**src/rtl/lss_pkg.sv**
```systemverilog
package lss_pkg;
  typedef enum logic {
    MODE_SERIAL  = 1'b0,
    MODE_CAPTURE = 1'b1
  } op_mode_e;

  localparam int unsigned SYNC_STAGES_DEF = 2;
  localparam int unsigned HOLD_EDGES_DEF  = 2;
endpackage

```
**src/rtl/lss_sync.sv**
```systemverilog
module lss_sync #(
  parameter int unsigned W      = 3,
  parameter int unsigned STAGES = 2,
  parameter logic [W-1:0] INIT  = '0
) (
  input  logic         clk,
  input  logic         rst_n,
  input  logic [W-1:0] d,
  output logic [W-1:0] q
);
  logic [W-1:0] stg [STAGES];

  for (genvar s = 0; s < STAGES; s++) begin : g_stage
    if (s == 0) begin : g_first
      always_ff @(posedge clk or negedge rst_n) begin
        if (!rst_n) stg[0] <= INIT;
        else        stg[0] <= d;
      end
    end else begin : g_next
      always_ff @(posedge clk or negedge rst_n) begin
        if (!rst_n) stg[s] <= INIT;
        else        stg[s] <= stg[s-1];
      end
    end
  end

  assign q = stg[STAGES-1];
endmodule

```
**src/rtl/lss_rstgen.sv**
```systemverilog
module lss_rstgen #(
  parameter int unsigned HOLD = 2
) (
  input  logic clk,
  input  logic rst_n,
  input  logic uv_flag,
  input  logic ot_flag,
  output logic core_rst
);
  logic            fault;
  logic [HOLD-1:0] hold_q;

  assign fault = uv_flag | ot_flag;

  always_ff @(posedge clk or negedge rst_n) begin
    if (!rst_n)     hold_q <= '1;
    else if (fault) hold_q <= '1;
    else            hold_q <= hold_q << 1;
  end

  assign core_rst = fault | (|hold_q);

  // release only after the flags stayed clear across an edge
  p_release_r8: assert property (@(posedge clk) disable iff (!rst_n)
    $fell(core_rst) |-> (!fault && $past(!fault)));

  // a fault seen at an edge keeps the reset up at the next one
  p_fault_holds_r8: assert property (@(posedge clk) disable iff (!rst_n)
    fault |=> core_rst);
endmodule

```
**src/rtl/lss_cells.sv**
```systemverilog
module lss_cells #(
  parameter int unsigned CELLS = 8
) (
  input  logic             clk,
  input  logic             rst_n,
  input  logic             clr,
  input  logic             load_en,
  input  logic             shift_en,
  input  logic [CELLS-1:0] par_d,
  input  logic             din,
  output logic             head
);
  logic [CELLS-1:0] q;

  function automatic logic [CELLS-1:0] step(input logic [CELLS-1:0] v, input logic b);
    return {v[CELLS-2:0], b};
  endfunction

  always_ff @(posedge clk or negedge rst_n) begin
    if (!rst_n)        q <= '0;
    else if (clr)      q <= '0;
    else if (load_en)  q <= par_d;
    else if (shift_en) q <= step(q, din);
  end

  assign head = q[CELLS-1];

  // capture loads the status word
  p_load_r1: assert property (@(posedge clk) disable iff (!rst_n)
    (load_en && !clr) |=> (q == $past(par_d)));

  // serial mode with no shift keeps the cells
  p_hold_r3: assert property (@(posedge clk) disable iff (!rst_n)
    (!load_en && !shift_en && !clr) |=> $stable(q));

  // one shift moves every cell up and takes din at the bottom
  p_shift_r4: assert property (@(posedge clk) disable iff (!rst_n)
    (shift_en && !load_en && !clr) |=> (q == {$past(q[CELLS-2:0]), $past(din)}));

  // block reset empties the register
  p_clear_r7: assert property (@(posedge clk) disable iff (!rst_n)
    clr |=> (q == '0));
endmodule

```
**src/rtl/line_status_shifter.sv**
```systemverilog
module line_status_shifter
  import lss_pkg::*;
#(
  parameter int unsigned CELLS       = 8,
  parameter int unsigned SYNC_STAGES = SYNC_STAGES_DEF,
  parameter int unsigned HOLD_EDGES  = HOLD_EDGES_DEF
) (
  input  logic             clk,
  input  logic             rst_n,
  input  logic             uv_flag,
  input  logic             ot_flag,
  input  logic [CELLS-1:0] line_stat,
  input  logic             par_sel,
  input  logic             ser_clk,
  input  logic             ser_din,
  output logic             ser_dout,
  output logic             blk_reset
);
  localparam int unsigned NSYNC = 3;
  localparam logic [NSYNC-1:0] SYNC_INIT = {MODE_CAPTURE, 1'b0, 1'b0};

  logic [NSYNC-1:0] sync_q;
  op_mode_e         mode_s;
  logic             sclk_s, sclk_d, din_s;
  logic             shift_pulse, load_en, core_rst, head;

  lss_sync #(.W(NSYNC), .STAGES(SYNC_STAGES), .INIT(SYNC_INIT)) u_sync (
    .clk  (clk),
    .rst_n(rst_n),
    .d    ({par_sel, ser_clk, ser_din}),
    .q    (sync_q)
  );

  assign mode_s = op_mode_e'(sync_q[2]);
  assign sclk_s = sync_q[1];
  assign din_s  = sync_q[0];

  always_ff @(posedge clk or negedge rst_n) begin
    if (!rst_n) sclk_d <= 1'b0;
    else        sclk_d <= sclk_s;
  end

  // named internal events for assertions
  assign load_en     = (mode_s == MODE_CAPTURE);
  assign shift_pulse = sclk_s & ~sclk_d & (mode_s == MODE_SERIAL);

  lss_rstgen #(.HOLD(HOLD_EDGES)) u_rstgen (
    .clk     (clk),
    .rst_n   (rst_n),
    .uv_flag (uv_flag),
    .ot_flag (ot_flag),
    .core_rst(core_rst)
  );

  lss_cells #(.CELLS(CELLS)) u_cells (
    .clk     (clk),
    .rst_n   (rst_n),
    .clr     (core_rst),
    .load_en (load_en),
    .shift_en(shift_pulse),
    .par_d   (line_stat),
    .din     (din_s),
    .head    (head)
  );

  assign ser_dout  = head & ~load_en & ~core_rst;
  assign blk_reset = core_rst;

  // a held shift clock yields a single shift event
  p_shift_once_r9: assert property (@(posedge clk) disable iff (!rst_n)
    shift_pulse |=> !shift_pulse);

  // output stays low for a full capture interval
  p_capture_quiet_r2: assert property (@(posedge clk) disable iff (!rst_n)
    (load_en && $past(load_en)) |-> !ser_dout);
endmodule

```
**config.mk**
```make
export PLATFORM = sky130hd
export DESIGN_NAME = line_status_shifter
export DESIGN_NICKNAME = d
export VERILOG_FILES = /design/src/rtl/lss_pkg.sv /design/src/rtl/lss_sync.sv /design/src/rtl/lss_rstgen.sv /design/src/rtl/lss_cells.sv /design/src/rtl/line_status_shifter.sv
export SDC_FILE = /design/constraint.sdc
export NUM_CORES = 1
export LEC_CHECK = 0
export BUFFER_PORTS_ARGS = -buffer_cell sky130_fd_sc_hd__buf_2
export CORE_MARGIN = 3
export CORE_UTILIZATION = 49
export CTS_BUF_LIST = sky130_fd_sc_hd__clkbuf_16
export DETAILED_ROUTE_END_ITERATION = 7
export PLACE_DENSITY = 0.74
export SLEW_MARGIN = 10
export SYNTH_ARGS = -nofsm -noshare
export SYNTH_HDL_FRONTEND = slang
export SYNTH_HIERARCHICAL = 1
export SYNTH_SLANG_ARGS = --single-unit
```
**constraint.sdc**
```tcl
create_clock -name clk -period 1.4 [get_ports clk]
set_input_delay 0.14 -clock clk [delete_from_list [all_inputs] [get_ports clk]]
set_output_delay 0.14 -clock clk [all_outputs]
set_load 0.03 [all_outputs]
```
==> flow_summary.toml, run 1 <==
[synth]
ys_ff_latch = 17
postSynthNetCount = 67
synth_area_sq_um = 708
post-synth-top-area-cell = "dfrtp_1"
ys.warnings.count = 6
yosysMostFrequentCell = "dfrtp_1"
ys_async_sr_fraction_pct = 100
synth_area_per_cell_sq_um = 13.6
ys_seq_area_share_pct = 60.8
synth_top_area_share_pct = 45.9
synthFlopType = "dfrtp_1"
synth.area.top_cells = "dfrtp_1, dfstp_2, mux2i_1, a211oi_1, nor2b_1"
ys_types = 13
synth_edf_count = 0
synth_common_cells = "dfrtp_1, a211oi_1, mux2i_1, nor2b_1, dfstp_2"
synth_cells = 52

[timing]
tightest_slew_ns = 0.378
rsz0062_at_grt = "true"
slew_headroom_pct = 74.8
finalCritPeriodShare_pct = 114
clock_skew_ns = 0.00326
fmax_mhz = 624
postLayoutSetupSlackWorst_ns = -0.202
maxSlewViolCount = 0
final_hold_viol_count = 0
setup_viol_count_final = 2
min_period_ns = 1.60

[critical_path]
critical_path_class = "reg2out"
reg2reg_to = "u_cells/q[4]$_DFFE_PN0P_"
critPathMaxFanout = 2
cp-end-kind = "output pin"
worstPathArrival_ns = 1.46
crit_start = "u_rstgen/hold_q[1]$_DFF_PN1_"
crit_chain = "or4_4 -> nor3b_4 -> buf_6"
path_depth = 3
start_kind = "flop"
rr_startpoint = "u_rstgen/hold_q[1]$_DFF_PN1_"
slowest_delay_ns = 0.51
r2r_slack_ns = 0.03
worst_path_max_delay_cell = "or4_4"
rr_worst_depth = 4
crit_buf_inv = 1
cp_top_family = "simple AND/OR/NAND/NOR gates"
required_ns = 1.26

[place]
port_buffers = 16
gp_congestion = 0.688
place_area_sq_um = 802
dpl.hpwl_um = 831

[final_layout]
multi_input_area_sq_um = 293
fill_cells = 88
final_area_sq_mm = 0.00102
diodes = 0
syn_to_final_growth_pct = 43.8
drive_above_1_share_pct = 55.3
final_nets = 92
regArea_sq_um = 430

[clock_network]
cts_tree = "yes"
cts-root-buf = "clkbuf_16"
clock_latency_ns = 0.24
cts_buffers = 3
clock_path_buffers = 2
clk_pin_slew_ns = 0.05
h-tree-depth = 1
cts.sinks = 17

[global_route]
antenna_found_initial = 0
grt_pass1_vias = 511
grt-ovfl-total = 0
grt_usage_pct = 17.7
grt_pass1_wl_um = 2420
grt_max_degree = 18

[floorplanning]
row_count = 13
dieArea_sq_mm = 0.00194
start_util_pct = 53.1
die_w_um = 44.0
io_pins = 17
core_area_sq_mm = 0.00133
die_y_um = 44.0

[worst_hold_path]
hold_start = "uv_flag"
hold-path-endpoint = "u_rstgen/hold_q[0]$_DFF_PN1_"
worstHoldPathType = "in2reg"
whs_path_depth = 2

[drt]
drt_iter0_drc = 10
drc_errors = 0
via_count = 479
top_layer = "met4"
wl_per_cell_um = 16.1
vias_per_cell = 5.26
m1WireLength_um = 693
routed_wl_um = 1470
dr_wl_met3_um = 46
ant_nets = 0
drtPass1Iterations = 2
wl_met2_um = 701

[power_and_ir_drop]
ir_drop_uv = 1580
power.total_mw = 1.16
power_density_mw_per_mm2 = 1140
cellLeakagePower_nw = 0.440

[run_status]
violations = "setup timing"
outcome = "complete, but fails checks"

[job]
drv_cap = 0
-- worst max-delay path by stage --
stage | endpoint | slack (ns)
floorplan | ser_dout | -0.04
global placement | u_cells/q[7]$_DFFE_PN0P_ | -0.11
detailed placement | u_cells/q[0]$_DFFE_PN0P_ | -0.11
CTS | ser_dout | -0.20
global route | ser_dout | -0.25
finish | ser_dout | -0.20
-- registers in the layout, indices dropped and copies added (netlist names) --
signal / cells
u_rstgen/hold_q: 2
u_cells/q: 8
u_sync/q: 3
u_sync/stg: 3
sclk_d: 1
-- logic make-up (layout without fill, tap and decap cells) --
group / after synthesis / after routing / share of synthesized area, %
DFF: 17 / 17 / 60.8
AOI/OAI and AO/OA: 8 / 8 / 8.48
buffers and inverters: 6 / 30 / 5.83
muxes: 8 / 8 / 11.3
and+or+nand+nor: 13 / 13 / 13.6
-- power breakdown --
| part | internal [mW] | switching [mW] | leakage, nW | total [mW] |
|---|---|---|---|---|
| clock network | 0.379 | 0.178 | 0.0423 | 0.556 |
| logic | 0.0441 | 0.0406 | 0.185 | 0.0847 |
| registers | 0.509 | 0.00616 | 0.212 | 0.515 |
-- cell type report --
cell class / count / area share [%]
flip-flops and latches: 17 / 42.3
multi-input cells: 29 / 28.7
clock inverters: 1 / 0.369
well taps: 15 / 1.84
clock buffers: 3 / 7.37
inverters: 1 / 0.369
repair buffers: 25 / 19.0
-- cell usage in the layout, fill, tap and decap left out, types with 2 or more instances in the layout --
cell type       n
buf_6           3
buf_4           2
buf_2          14
dlygate4sd3_1   4
dfstp_2         4
mux2i_1         8
nor2b_1         8
dfrtp_1        13
clkbuf_16       3
nor3b_4         2
a211oi_2        8
-- metrics by stage --
stage | setup WS (ns) | utilization (%) | hold slack, ns | cells | setup TNS (ns)
after floorplan | -0.0405 | - | -0.156 | 52 | -0.0405
after global placement | -0.113 | 60.1 | 0.0727 | 81 | -0.734
after detailed placement | -0.111 | 60.1 | 0.0753 | 81 | -0.679
after CTS | -0.204 | 73.8 | 0.000634 | 89 | -0.319
after global routing | -0.247 | 76.4 | 0.131 | 91 | -0.434
final | -0.202 | 76.4 | 0.118 | 91 | -0.322
-- timing repair --
action	CTS	global route
setup buffers	1	1
hold endpoints to repair	15	1
pin swaps	2	1
gates resized for setup	15	1
hold buffers	3	1
endpoints found under the setup margin	10	10
-- routing by layer --
metal,vias up,GRT usage [%]
li1,229,-
met1,233,22.9
met4,0,9.04
met5,-,0
met2,15,27.9
met3,2,3.66
Power figures use the tool's default switching activity.
==> inputs of run 2 (changes only) <==
--- a/config.mk
+++ b/config.mk
@@ -7,12 +7,11 @@
 export LEC_CHECK = 0
 export BUFFER_PORTS_ARGS = -buffer_cell sky130_fd_sc_hd__buf_2
 export CORE_MARGIN = 3
-export CORE_UTILIZATION = 49
+export CORE_UTILIZATION = 48
 export CTS_BUF_LIST = sky130_fd_sc_hd__clkbuf_16
 export DETAILED_ROUTE_END_ITERATION = 7
-export PLACE_DENSITY = 0.74
+export PLACE_DENSITY = 0.73
 export SLEW_MARGIN = 10
 export SYNTH_ARGS = -nofsm -noshare
 export SYNTH_HDL_FRONTEND = slang
-export SYNTH_HIERARCHICAL = 1
 export SYNTH_SLANG_ARGS = --single-unit
==> flow_summary.toml, run 2 <==
[synth]
ys_ff_latch = 17
yosys.area_share.simple_pct = 9.74
synth_area_per_cell_sq_um = 13.4
postSynthNetCount = 65
synth_adder_area_share_pct = 0
synth_top_area_share_pct = 48.7
synth_common_cells = "dfrtp_1, mux2i_1, a211oi_1, nor2_1, dfstp_2"
synth_cells = 50
ys_async_sr_fraction_pct = 100
muxShareOfSynthArea_pct = 12.0
synth.area.top_cells = "dfrtp_1, dfstp_2, mux2i_1, a211oi_1, nor2_1"
synth_edf_count = 0
synthFlopType = "dfrtp_1"
yosysMostFrequentCell = "dfrtp_1"
synth_compound_area_share_pct = 9.74
ys_types = 16
post-synth-top-area-cell = "dfrtp_1"
synth_top_family_by_area = "multiplexers"
ys.warnings.count = 0
ys_seq_area_share_pct = 64.4
synthXorXnorAreaFrac_pct = 0
synth_area_sq_um = 668

[timing]
finalCritPeriodShare_pct = 115
clock_skew_ns = 0.00449
fmax_mhz = 621
postLayoutSetupSlackWorst_ns = -0.211
min_period_ns = 1.61
tns_ns = -0.395
maxSlewViolCount = 0
tightest_slew_ns = 0.557
setup_viol_count_final = 4
final_hold_viol_count = 0
slew_headroom_pct = 62.8
rsz0062_at_grt = "true"
hold_ws_ns = 0.00121

[final_layout]
largest_reg_flops = 8
final_nets = 90
final_area_sq_um = 952
top_regs = "u_cells.q: 8 flops, u_sync.q: 3 flops, u_sync.stg: 3 flops"
fin_util_pct = 79.3
fin_cells = 88
fill_cells = 80
diodes = 0
final_cell_mix = "buf_2, dfrtp_1, mux2i_1, nor2_1, a211oi_2"
drive_above_1_share_pct = 52.7
top_register = "u_cells.q"
syn_to_final_growth_pct = 42.5
layout_commonest_cell = "buf_2"

[global_route]
grt_max_degree = 18
grt_pass1_vias = 496
grt-ovfl-total = 0
grt_usage_pct = 17.1
grt_pass1_wl_um = 2280
antenna_found_initial = 0

[critical_path]
worstPathArrival_ns = 1.47
start_kind = "flop"
critPathMaxFanout = 2
required_ns = 1.26
rr_worst_depth = 4
critical_path_class = "reg2out"
cp-end-kind = "output pin"

[power_and_ir_drop]
p_comb_share_pct = 6.2
ir_drop_uv = 1330
p_sw_mw = 0.216
seqPwrFrac_pct = 45.2
power_density_mw_per_mm2 = 1200
p_sw_share_pct = 19.0
cellLeakagePower_nw = 0.432
power.total_mw = 1.14
pwr-share-clk_pct = 48.6
p_int_mw = 0.923

[clock_network]
cts_buffers = 3
cts_tree = "yes"
clk_pin_slew_ns = 0.05
cts.sinks = 17
clock_path_buffers = 2
cts-root-buf = "clkbuf_16"
clock_latency_ns = 0.25
h-tree-depth = 1

[drt]
drt_iter0_drc = 4
wl_per_cell_um = 16.2
drtPass1Iterations = 2
routed_wl_um = 1430
vias_per_cell = 5.42
drc_errors = 0
via_count = 477
ant_nets = 0

[place]
place_area_sq_um = 768
port_buffers = 16
dp_slack_ns = -0.00197
gp_congestion = 0.723
dpl.hpwl_um = 821
numPlacedInstances = 79

[worst_hold_path]
whs_path_depth = 1
worstHoldPathType = "in2reg"

[floorplanning]
start_util_pct = 55.6
core_area_sq_mm = 0.00120
die_w_um = 43.3
die_y_um = 43.3
dieArea_sq_mm = 0.00188
row_count = 12
io_pins = 17

[run_status]
violations = "setup timing"
outcome = "complete, but fails checks"

[job]
drv_cap = 0
[run 2: per-layer routing]
metal  track usage [%]  share of wire, %
met2              30.1                52
met5                 0                 0
met1              19.5                41
met3              8.05               6.7
met4              1.81              0.49
[run 2: worst max-delay path, cell delays in order, from the launching register on]
cell and delay, ns:
dfstp_2 0.35, or4_4 0.53, nor3b_4 0.19, buf_6 0.15
[run 2: power groups by stage]
stage | Sequential, mW | Combinational (mW) | Clock, mW
6_report | 0.515 | 0.0709 | 0.553
5_1_grt | 0.515 | 0.0781 | 0.591
4_1_cts | 0.515 | 0.0673 | 0.560
3_5_place_dp | 0.522 | 0.0578 | 0
3_3_place_gp | 0.522 | 0.0572 | 0
2_1_floorplan | 0.521 | 0.0259 | 0
[run 2: what timing repair did]
item / CTS / global route
pin swaps: 0 / 0
resized for setup: 13 / 1
hold endpoints to repair: 14 / 1
gates cloned: 0 / 0
hold buffers: 2 / 1
buffers inserted: 2 / 0
setup endpoints to repair: 4 / 8
[run 2: cell families (layout without fill, tap and decap cells)]
family | Yosys count | in the layout
DFF | 17 | 17
AOI/OAI and AO/OA | 9 | 9
buffers and inverters | 4 | 28
muxes | 8 | 8
and+or+nand+nor | 12 | 12
[run 2: layout make-up]
| type | count | area (sq um) | area share [%] |
|---|---|---|---|
| clock inverter | 1 | 5.00 | 0.526 |
| tap | 14 | 17.5 | 1.84 |
| multi-input combinational | 29 | 256 | 26.9 |
| clock buffer | 3 | 75.1 | 7.88 |
| timing repair buffer | 23 | 164 | 17.2 |
| sequential | 17 | 430 | 45.2 |
| inverter | 1 | 3.75 | 0.394 |
[run 2: final timing paths]
kind                                               from                       end  slack [ns]
setup / recovery           u_rstgen.hold_q[1]$_DFF_PN1_                  ser_dout       -0.21
min in group asynchronous                         rst_n  u_cells.q[4]$_DFFE_PN0P_        0.34
setup reg to reg           u_rstgen.hold_q[1]$_DFF_PN1_  u_cells.q[0]$_DFFE_PN0P_       -0.02
hold reg to reg                 u_sync.stg[4]$_DFF_PN0_     u_sync.q[1]$_DFF_PN0_        0.35
hold / removal                                  ser_din   u_sync.stg[3]$_DFF_PN0_       0.001
max in group asynchronous                         rst_n     u_sync.q[2]$_DFF_PN1_        0.75
